$ cat src/rtl/flash_status_pkg.sv
package flash_status_pkg;

  localparam int DurW = 32;

  typedef enum logic [2:0] {
    CMD_NONE       = 3'd0,
    CMD_PROG       = 3'd1,
    CMD_SECT_ERASE = 3'd2,
    CMD_CHIP_ERASE = 3'd3,
    CMD_RESET      = 3'd4
  } cmdKindE;

  typedef enum logic [1:0] {
    ST_IDLE = 2'd0,
    ST_BUSY = 2'd1,
    ST_FAIL = 2'd2
  } opStateE;

  // control -> datapath strobes
  typedef struct packed {
    logic start;    // latch the command being committed
    logic finish;   // apply the operation result
    logic setFail;  // budget exceeded
    logic abort;    // drop the halted operation
    logic clrFail;  // reset command seen
  } dpStrobeT;

endpackage

$ cat src/rtl/flash_status_ctrl.sv
module flash_status_ctrl
  import flash_status_pkg::*;
#(
  parameter int unsigned TimeoutCycles = 20_000_000
) (
  input  logic                clk,
  input  logic                rstN,
  input  logic                weRise,
  input  cmdKindE             kind,
  input  logic [DurW-1:0]     durReq,
  output dpStrobeT            strb,
  output logic                busy
);

  localparam logic [DurW-1:0] BudgetLast = DurW'(TimeoutCycles - 1);

  opStateE         state, stateNxt;
  logic [DurW-1:0] cnt;
  logic [DurW-1:0] limit;
  logic            isOpCmd;

  assign isOpCmd = (kind == CMD_PROG) || (kind == CMD_SECT_ERASE) ||
                   (kind == CMD_CHIP_ERASE);

  always_comb begin
    stateNxt = state;
    strb     = '0;
    unique case (state)
      ST_IDLE: begin
        if (weRise && isOpCmd) begin
          strb.start = 1'b1;
          stateNxt   = ST_BUSY;
        end else if (weRise && kind == CMD_RESET) begin
          strb.clrFail = 1'b1;
        end
      end
      ST_BUSY: begin
        if (cnt == limit) begin
          strb.finish = 1'b1;
          stateNxt    = ST_IDLE;
        end else if (cnt == BudgetLast) begin
          strb.setFail = 1'b1;
          stateNxt     = ST_FAIL;
        end
      end
      ST_FAIL: begin
        if (weRise && kind == CMD_RESET) begin
          strb.clrFail = 1'b1;
          strb.abort   = 1'b1;
          stateNxt     = ST_IDLE;
        end
      end
      default: stateNxt = ST_IDLE;
    endcase
  end

  always_ff @(posedge clk or negedge rstN) begin
    if (!rstN) begin
      state <= ST_IDLE;
      cnt   <= '0;
      limit <= '0;
    end else begin
      state <= stateNxt;
      if (strb.start) begin
        cnt   <= '0;
        limit <= durReq - 1'b1;
      end else if (state == ST_BUSY) begin
        cnt <= cnt + 1'b1;
      end
    end
  end

  assign busy = (state != ST_IDLE);

  AST_IDLE_NEEDS_WE: assert property (@(posedge clk) disable iff (!rstN)
    (state == ST_IDLE && !weRise) |=> (state == ST_IDLE));

  AST_BUSY_UNDER_BUDGET: assert property (@(posedge clk) disable iff (!rstN)
    (state == ST_BUSY) |-> (cnt < DurW'(TimeoutCycles)));

  AST_FAIL_WAITS_RESET: assert property (@(posedge clk) disable iff (!rstN)
    (state == ST_FAIL && !(weRise && kind == CMD_RESET)) |=> (state == ST_FAIL));

  AST_BUSY_IGNORES_CMD: assert property (@(posedge clk) disable iff (!rstN)
    (state == ST_BUSY) |-> !strb.start);

endmodule

$ cat src/rtl/flash_status_dp.sv
module flash_status_dp
  import flash_status_pkg::*;
#(
  parameter int unsigned AddrW        = 12,
  parameter int unsigned NumSectors   = 8,
  parameter int unsigned ProgCycles   = 700,
  parameter int unsigned EraseCycles  = 50_000,
  parameter int unsigned ProtProgCyc  = 200_000,
  parameter int unsigned ProtEraseCyc = 10_000_000
) (
  input  logic                  clk,
  input  logic                  rstN,
  input  dpStrobeT              strb,
  input  logic                  busy,
  input  logic                  oeRise,
  input  cmdKindE               kind,
  input  logic [AddrW-1:0]      cmdAddr,
  input  logic [7:0]            cmdData,
  input  logic [NumSectors-1:0] cmdSel,
  input  logic [NumSectors-1:0] protMask,
  input  logic [AddrW-1:0]      addr,
  input  logic [7:0]            arrayRdData,
  output logic [DurW-1:0]       durReq,
  output logic [7:0]            dataOut
);

  localparam int unsigned SecW = $clog2(NumSectors);

  // latched operation
  cmdKindE               opKind;
  logic [AddrW-1:0]      opAddr;
  logic [7:0]            opData;
  logic [NumSectors-1:0] opValidSec;   // sectors where erase status is shown
  logic [NumSectors-1:0] opEraseSec;   // sectors actually erased
  logic                  opProt;

  // result overlay
  logic                  ovValid;
  logic [AddrW-1:0]      ovAddr;
  logic [7:0]            ovData;
  logic [NumSectors-1:0] erasedMask;

  logic                  failFlag;
  logic                  toggleBit;

  logic [SecW-1:0]       cmdSec, rdSec, ovSec;
  logic [NumSectors-1:0] selNow, effNow;
  logic                  isErase, opIsErase, statusValid;
  logic [7:0]            statusByte, arrayByte;

  assign cmdSec = cmdAddr[AddrW-1 -: SecW];
  assign rdSec  = addr[AddrW-1 -: SecW];
  assign ovSec  = ovAddr[AddrW-1 -: SecW];

  assign isErase = (kind == CMD_SECT_ERASE) || (kind == CMD_CHIP_ERASE);
  assign selNow  = (kind == CMD_CHIP_ERASE) ? {NumSectors{1'b1}} : cmdSel;
  assign effNow  = selNow & ~protMask;

  // requested duration for the command on the port
  always_comb begin
    durReq = DurW'(1);
    if (kind == CMD_PROG) begin
      durReq = protMask[cmdSec] ? DurW'(ProtProgCyc) : DurW'(ProgCycles);
    end else if (isErase) begin
      if (effNow == '0) durReq = DurW'(ProtEraseCyc);
      else              durReq = DurW'(EraseCycles) * DurW'($countones(effNow));
    end
  end

  always_ff @(posedge clk or negedge rstN) begin
    if (!rstN) begin
      opKind     <= CMD_NONE;
      opAddr     <= '0;
      opData     <= '0;
      opValidSec <= '0;
      opEraseSec <= '0;
      opProt     <= 1'b0;
    end else if (strb.start) begin
      opKind     <= kind;
      opAddr     <= cmdAddr;
      opData     <= cmdData;
      opValidSec <= (kind == CMD_CHIP_ERASE) ? ~protMask : cmdSel;
      opEraseSec <= isErase ? effNow : '0;
      opProt     <= protMask[cmdSec];
    end else if (strb.abort || strb.finish) begin
      opKind <= CMD_NONE;
    end
  end

  assign opIsErase = (opKind == CMD_SECT_ERASE) || (opKind == CMD_CHIP_ERASE);

  always_ff @(posedge clk or negedge rstN) begin
    if (!rstN) begin
      ovValid    <= 1'b0;
      ovAddr     <= '0;
      ovData     <= '0;
      erasedMask <= '0;
    end else if (strb.finish) begin
      if (opKind == CMD_PROG && !opProt) begin
        ovValid <= 1'b1;
        ovAddr  <= opAddr;
        ovData  <= opData;
      end else if (opIsErase) begin
        erasedMask <= erasedMask | opEraseSec;
        if (ovValid && opEraseSec[ovSec]) ovValid <= 1'b0;
      end
    end
  end

  always_ff @(posedge clk or negedge rstN) begin
    if (!rstN) begin
      failFlag  <= 1'b0;
      toggleBit <= 1'b0;
    end else begin
      if (strb.setFail)      failFlag <= 1'b1;
      else if (strb.clrFail) failFlag <= 1'b0;
      if (busy && oeRise) toggleBit <= ~toggleBit;
    end
  end

  // read path
  always_comb begin
    statusValid = 1'b0;
    if (opKind == CMD_PROG) statusValid = (addr == opAddr);
    else if (opIsErase)     statusValid = opValidSec[rdSec];
  end

  assign statusByte = {(opKind == CMD_PROG) ? ~opData[7] : 1'b0,
                       toggleBit, failFlag, 5'b0_0000};

  always_comb begin
    if (ovValid && addr == ovAddr) arrayByte = ovData;
    else if (erasedMask[rdSec])    arrayByte = 8'hFF;
    else                           arrayByte = arrayRdData;
  end

  assign dataOut = (busy && statusValid) ? statusByte : arrayByte;

  AST_OVERLAY_FROZEN: assert property (@(posedge clk) disable iff (!rstN)
    (busy && !strb.finish) |=> ($stable(ovValid) && $stable(ovData) && $stable(erasedMask)));

  AST_PROT_PROG_KEEPS: assert property (@(posedge clk) disable iff (!rstN)
    (strb.finish && opKind == CMD_PROG && opProt)
      |=> ($stable(ovValid) && $stable(ovAddr) && $stable(ovData)));

  AST_FAIL_STICKY: assert property (@(posedge clk) disable iff (!rstN)
    (failFlag && !strb.clrFail) |=> failFlag);

  AST_ERASE_HAS_VALID_SEC: assert property (@(posedge clk) disable iff (!rstN)
    (busy && opIsErase && opEraseSec != '0) |-> ((opEraseSec & ~opValidSec) == '0));

endmodule

$ cat src/rtl/flash_status_top.sv
module flash_status_top
  import flash_status_pkg::*;
#(
  parameter int unsigned AddrW         = 12,
  parameter int unsigned NumSectors    = 8,
  parameter int unsigned ClkFreqHz     = 100_000_000,
  parameter int unsigned ProgCycles    = 700,
  parameter int unsigned EraseCycles   = 50_000,
  parameter int unsigned ProtProgUs    = 2_000,
  parameter int unsigned ProtEraseUs   = 100_000,
  parameter int unsigned TimeoutCycles = 20_000_000
) (
  input  logic                  clk,
  input  logic                  rstN,
  input  logic                  weN,
  input  logic                  oeN,
  input  logic [AddrW-1:0]      addr,
  input  logic [2:0]            cmdKind,
  input  logic [AddrW-1:0]      cmdAddr,
  input  logic [7:0]            cmdData,
  input  logic [NumSectors-1:0] cmdSel,
  input  logic [NumSectors-1:0] protMask,
  input  logic [7:0]            arrayRdData,
  output logic [7:0]            dataOut
);

  localparam longint unsigned ProtProgL  =
    (longint'(ClkFreqHz) * longint'(ProtProgUs)) / 64'd1_000_000;
  localparam longint unsigned ProtEraseL =
    (longint'(ClkFreqHz) * longint'(ProtEraseUs)) / 64'd1_000_000;
  localparam int unsigned ProtProgCyc  = int'(ProtProgL);
  localparam int unsigned ProtEraseCyc = int'(ProtEraseL);

  logic            weNq, oeNq, weRise, oeRise, busy;
  dpStrobeT        strb;
  logic [DurW-1:0] durReq;
  cmdKindE         kind;

  assign kind = cmdKindE'(cmdKind);

  always_ff @(posedge clk or negedge rstN) begin
    if (!rstN) begin
      weNq <= 1'b1;
      oeNq <= 1'b1;
    end else begin
      weNq <= weN;
      oeNq <= oeN;
    end
  end

  assign weRise = weN & ~weNq;
  assign oeRise = oeN & ~oeNq;

  flash_status_ctrl #(
    .TimeoutCycles(TimeoutCycles)
  ) u_ctrl (
    .clk   (clk),
    .rstN  (rstN),
    .weRise(weRise),
    .kind  (kind),
    .durReq(durReq),
    .strb  (strb),
    .busy  (busy)
  );

  flash_status_dp #(
    .AddrW       (AddrW),
    .NumSectors  (NumSectors),
    .ProgCycles  (ProgCycles),
    .EraseCycles (EraseCycles),
    .ProtProgCyc (ProtProgCyc),
    .ProtEraseCyc(ProtEraseCyc)
  ) u_dp (
    .clk        (clk),
    .rstN       (rstN),
    .strb       (strb),
    .busy       (busy),
    .oeRise     (oeRise),
    .kind       (kind),
    .cmdAddr    (cmdAddr),
    .cmdData    (cmdData),
    .cmdSel     (cmdSel),
    .protMask   (protMask),
    .addr       (addr),
    .arrayRdData(arrayRdData),
    .durReq     (durReq),
    .dataOut    (dataOut)
  );

endmodule

$ cat config.mk
export PLATFORM = sky130hd
export DESIGN_NAME = flash_status_top
export DESIGN_NICKNAME = d
export VERILOG_FILES = /design/src/rtl/flash_status_pkg.sv /design/src/rtl/flash_status_ctrl.sv /design/src/rtl/flash_status_dp.sv /design/src/rtl/flash_status_top.sv
export SDC_FILE = /design/constraint.sdc
export NUM_CORES = 1
export LEC_CHECK = 0
export ABC_AREA = 1
export CAP_MARGIN = 20
export CORE_AREA = 2 2 125 127
export CTS_CLUSTER_DIAMETER = 50
export CTS_CLUSTER_SIZE = 25
export DETAILED_ROUTE_END_ITERATION = 7
export DIE_AREA = 0 0 127 129
export PLACE_DENSITY = 0.83
export SYNTH_ARGS = -nofsm -noshare
export SYNTH_HDL_FRONTEND = slang
export SYNTH_SLANG_ARGS = --single-unit
$ cat constraint.sdc
create_clock -name clk -period 3.3 [get_ports clk]
set_input_delay 0.99 -clock clk [delete_from_list [all_inputs] [get_ports clk]]
set_output_delay 0.99 -clock clk [all_outputs]
set_load 0.005 [all_outputs]
==> results.env <==
DIE_Y_UM=129
SYNTH_FLOP_CELL='sky130_fd_sc_hd__dfrtp_1'
GRT_SETUP_UNREPAIRED='true'
SYNTHARSTFLOPSHARE_PCT=100
WORSTSETUPPATHTYPE='input port to flip-flop'
YS_WARN_COUNT=0
NUMPORTBUFFERS=70
ANTENNA_VIOLATING_NETS_POST_ROUTE=0
ANTENNA_FOUND_INITIAL=0
TIMING.CRITICAL_PATH.FROM_TYPE='input port'
CLOCK_TREE.HTREE_LEVEL_COUNT=4
MULTI_INPUT_COMB_AREA_SQ_UM=5080
MAPPEDNETLISTNETS=1266
CLK_ROOT_BUFFER_CELL='sky130_fd_sc_hd__clkbuf_16'
INITIAL_UTILIZATION_PCT=58.4
REQUIRED_NS=3.65
DRV_CAP=0
WORST_SETUP_PATH_END_KIND='flip-flop'
MAX_SLEW_MARGIN_PCT=65.8
POST_LAYOUT_MINIMUM_CYCLE_TIME_NS=6.33
FF_LATCH_AREA_SQ_UM=3460
YOSYSSEQAREASHARE_PCT=39.5
TIMING.FINAL.SETUP_VIOLATIONS=35
OUTCOME='finished with violations'
P_PER_AREA_nW_PER_UM2=457
SKEW_FINAL_NS=0.00671
FINAL_NUMBER_OF_HOLD_VIOLATING_ENDPOINTS=0
POST_ROUTE_CELLS_DRIVE_ABOVE_1_SHARE_PCT=28.1
CTS_INSERTED_BUFFERS=17
POST_SYNTH.CELL_AREA_AVG_SQ_UM=7.53
SYNTH_CELL_TYPE_COUNT=49
GLOBAL_ROUTE.OVERFLOW_TOTAL=0
DELAY_CONTRIBUTED_BY_THE_SLOWEST_STAGE_OF_THE_CRITICAL_PATH_NS=0.61
CLKTRANSATPATHREGS_NS=0.07
LAYOUT_COMMONEST_CELL='sky130_fd_sc_hd__nand2_1'
POST-ROUTE-PERIOD-UTIL_PCT=192
CTS_BUFFER_DEPTH=2
NUM-FILL-CELLS=858
CRITICAL-PATH-TOP-CELL-BY-COUNT='sky130_fd_sc_hd__nand2_1'
FINISH.NET_COUNT=1477
GR-USAGE-ALL-LAYERS_PCT=32.5
FLOORPLAN.DIE_AREA_SQ_UM=16400
POST_SYNTH_INSTANCE_AREA_SQ_UM=8750
DRT_ITER0_DRC=953
PLACEDCELLCOUNT=1497
MAX_CLOCK_FREQ_MHz=158
TOTAL_POWER_uW=5480
LEADING_CELL_TYPES_IN_THE_LAYOUT_FILL_AND_TAPS_EXCLUDED='270 x sky130_fd_sc_hd__nand2_1, 145 x sky130_fd_sc_hd__inv_1, 136 x sky130_fd_sc_hd__dfrtp_1'
FINAL.SETUP.WORST_SLACK_NS=-3.03
VIOLATIONS='negative setup slack'
STDCELL_COUNT=1574
CTS.SINK_COUNT=138
CORE_AREA_SQ_UM=15000
POST_DRT_WL_PER_CELL_UM=17.9
WORST_PIN_SLEW_NS=0.509
IOS=71
WORST-PATH-MAX-FANOUT=4
DRC=0
NUM_VIAS=9121
CP_TOP_FAMILY='adder cells'
YS_SEQ_ELEMENTS=138
FINALCOREUTILIZATION_PCT=80.0
GLOBALPLACE.CONGESTION=0.882
POST-PLACE-WS_NS=-3.84
TRITONCTS_CLOCK_TREE='done'
REPORT.FINAL.SLEW_VIOL_COUNT=0
POST_DRT_VIA_CELL_RATIO=5.79
PEAK_SUPPLY_DROP_uV=423
DIE_WIDTH_UM=127
SYNTH-EDFF-COUNT=0
POSTSYNTHCELLCOUNT=1162
WORST_SKEW_PAIR.LATE_LATENCY_NS=0.43
FIRST_GLOBAL_VIAS=8809
FLOORPLAN.ROWS=45
ARRIVAL_TIME_AT_THE_WORST_ENDPOINT_NS=6.68
SYN2LAYOUT_AREA_GROWTH_PCT=36.9
GRT_MAX_DEGREE=68
SLOWEST_STAGE='sky130_fd_sc_hd__fa_2'
HOLD_BUFFERS=0
DR.PASS1.ITERS=5
CRITICAL_PATH_BUF_INV_COUNT=5
HOLD_PATH.CLASS='flip-flop to flip-flop'
STATIC-LEAKAGE-POWER_uW=0.00602
ANTENNADIODECOUNT=0
WIRE_LENGTH_OF_THE_FIRST_GLOBAL_ROUTING_PASS_UM=42300
ROUTED_WL_UM=28200
HPWL_UM=16800
==> state kept, by name, indices dropped and copies added, names as in the netlist, 3 cells and up <==
register,count
u_dp.opKind,3
u_dp.opEraseSec,8
u_dp.erasedMask,8
u_dp.opAddr,12
u_ctrl.cnt,32
u_dp.opValidSec,8
u_dp.opData,8
u_dp.ovData,8
u_ctrl.limit,31
u_dp.ovAddr,12
==> worst register-to-register path, cell delays in order (launching register included) <==
cell and delay [ns]:
sky130_fd_sc_hd__dfrtp_1 0.47, sky130_fd_sc_hd__xnor2_1 0.28, sky130_fd_sc_hd__nand4_1 0.15, sky130_fd_sc_hd__nor3_1 0.19, sky130_fd_sc_hd__nand4_1 0.22, sky130_fd_sc_hd__nor2_2 0.27, sky130_fd_sc_hd__nand3_2 0.09, sky130_fd_sc_hd__buf_4 0.28
sky130_fd_sc_hd__nand2_1 0.16, sky130_fd_sc_hd__o21ai_1 0.12
==> layer usage <==
layer,vias up,share of wire [%],track usage [%]
met1,4328,38,40.3
met3,129,7.1,5.65
li1,4178,-,-
met4,0,4.6,14.2
met5,-,0,0
met2,486,50,56.4
==> layout make-up <==
class	instances	area share [%]
well taps	188	1.96
clock buffers	17	3.55
flip-flops and latches	138	28.8
clock inverters	15	1.66
inverters	177	5.71
multi-input cells	821	42.4
repair buffers	218	15.9
==> power breakdown <==
group | switching [uW] | total (uW) | internal, uW
Sequential | 2.78 | 1700 | 1700
Clock | 855 | 2020 | 1160
Combinational | 947 | 1760 | 812
Total | 1800 | 5480 | 3680
==> worst paths after layout <==
path                                       to  cells past startpoint          startpoint  slack, ns
setup reg to reg               u_dp.ovAddr[2]                      9      u_ctrl.cnt[23]       0.92
hold reg to reg            u_dp.erasedMask[1]                      2  u_dp.erasedMask[1]       0.47
min in group asynchronous  u_dp.opValidSec[6]                      1                rstN       0.50
max in group asynchronous                oeNq                      2                rstN       2.01
hold / removal             u_dp.erasedMask[1]                      2  u_dp.erasedMask[1]       0.47
setup / recovery             u_ctrl.limit[22]                     26           cmdSel[4]      -3.03
==> cells in the mapped netlist, types with 2 or more instances <==
library cell                count  area, sq um
sky130_fd_sc_hd__a21oi_1       38          190
sky130_fd_sc_hd__a2bb2oi_1      2         17.5
sky130_fd_sc_hd__and3_1         3         18.8
sky130_fd_sc_hd__buf_2         12         60.1
sky130_fd_sc_hd__clkbuf_1      10         37.5
sky130_fd_sc_hd__clkbuf_2       2         10.0
sky130_fd_sc_hd__dfrtp_1      136         3400
sky130_fd_sc_hd__dfstp_2        2         52.6
sky130_fd_sc_hd__fa_1           6          120
sky130_fd_sc_hd__ha_1          35          438
sky130_fd_sc_hd__inv_1        161          604
sky130_fd_sc_hd__inv_2         15         56.3
sky130_fd_sc_hd__nand2_1      300         1130
sky130_fd_sc_hd__nand2_2       14         87.6
sky130_fd_sc_hd__nand2_4        5         56.3
sky130_fd_sc_hd__nand3_1       82          410
sky130_fd_sc_hd__nand3_2        5         50.1
sky130_fd_sc_hd__nand3_4        2         35.0
sky130_fd_sc_hd__nand4_1       20          125
sky130_fd_sc_hd__nor2_1        65          244
sky130_fd_sc_hd__nor2_2        13         81.3
sky130_fd_sc_hd__nor2_4         5         56.3
sky130_fd_sc_hd__nor3_1        21          105
sky130_fd_sc_hd__nor3_2         2         20.0
sky130_fd_sc_hd__nor3_4         3         48.8
sky130_fd_sc_hd__nor3b_1        2         15.0
sky130_fd_sc_hd__nor4_1        10         62.6
sky130_fd_sc_hd__nor4_4         2         42.5
sky130_fd_sc_hd__o211ai_1       3         22.5
sky130_fd_sc_hd__o21a_1         3         22.5
sky130_fd_sc_hd__o21ai_0       92          460
sky130_fd_sc_hd__o21ai_1       29          145
sky130_fd_sc_hd__o21bai_1       5         37.5
sky130_fd_sc_hd__o22ai_1        5         31.3
sky130_fd_sc_hd__or2_2          3         18.8
sky130_fd_sc_hd__xnor2_1       25          219
sky130_fd_sc_hd__xor2_1        12          105
==> cells by family (layout without fill, tap and decap cells) <==
kind of cell	after synthesis	count (layout)	share of synthesized area, %
adder cells (fa/ha/maj)	41	41	6.38
AND/OR/NAND/NOR	562	562	30.5
XOR/XNOR	37	37	3.70
buffers and inverters	203	427	8.99
flip-flops	138	138	39.5
AO/OA/AOI/OAI	181	181	10.9
==> through the flow <==
stage	TNS, ns	cell area [sq um]	hold slack [ns]
after floorplan	-67.85	8950	0.428
after global placement	-98.11	10600	0.439
after detailed placement	-103.53	10600	0.447
after CTS	-70.36	11700	0.466
after global routing	-77.94	12000	0.495
final	-73.53	12000	0.467
==> timing repair <==
action	4_1_cts	5_1_grt
resized for setup	150	78
pin swaps	67	74
setup endpoints to repair	36	36
buffers inserted	32	18
Power figures use the tool's default switching activity.
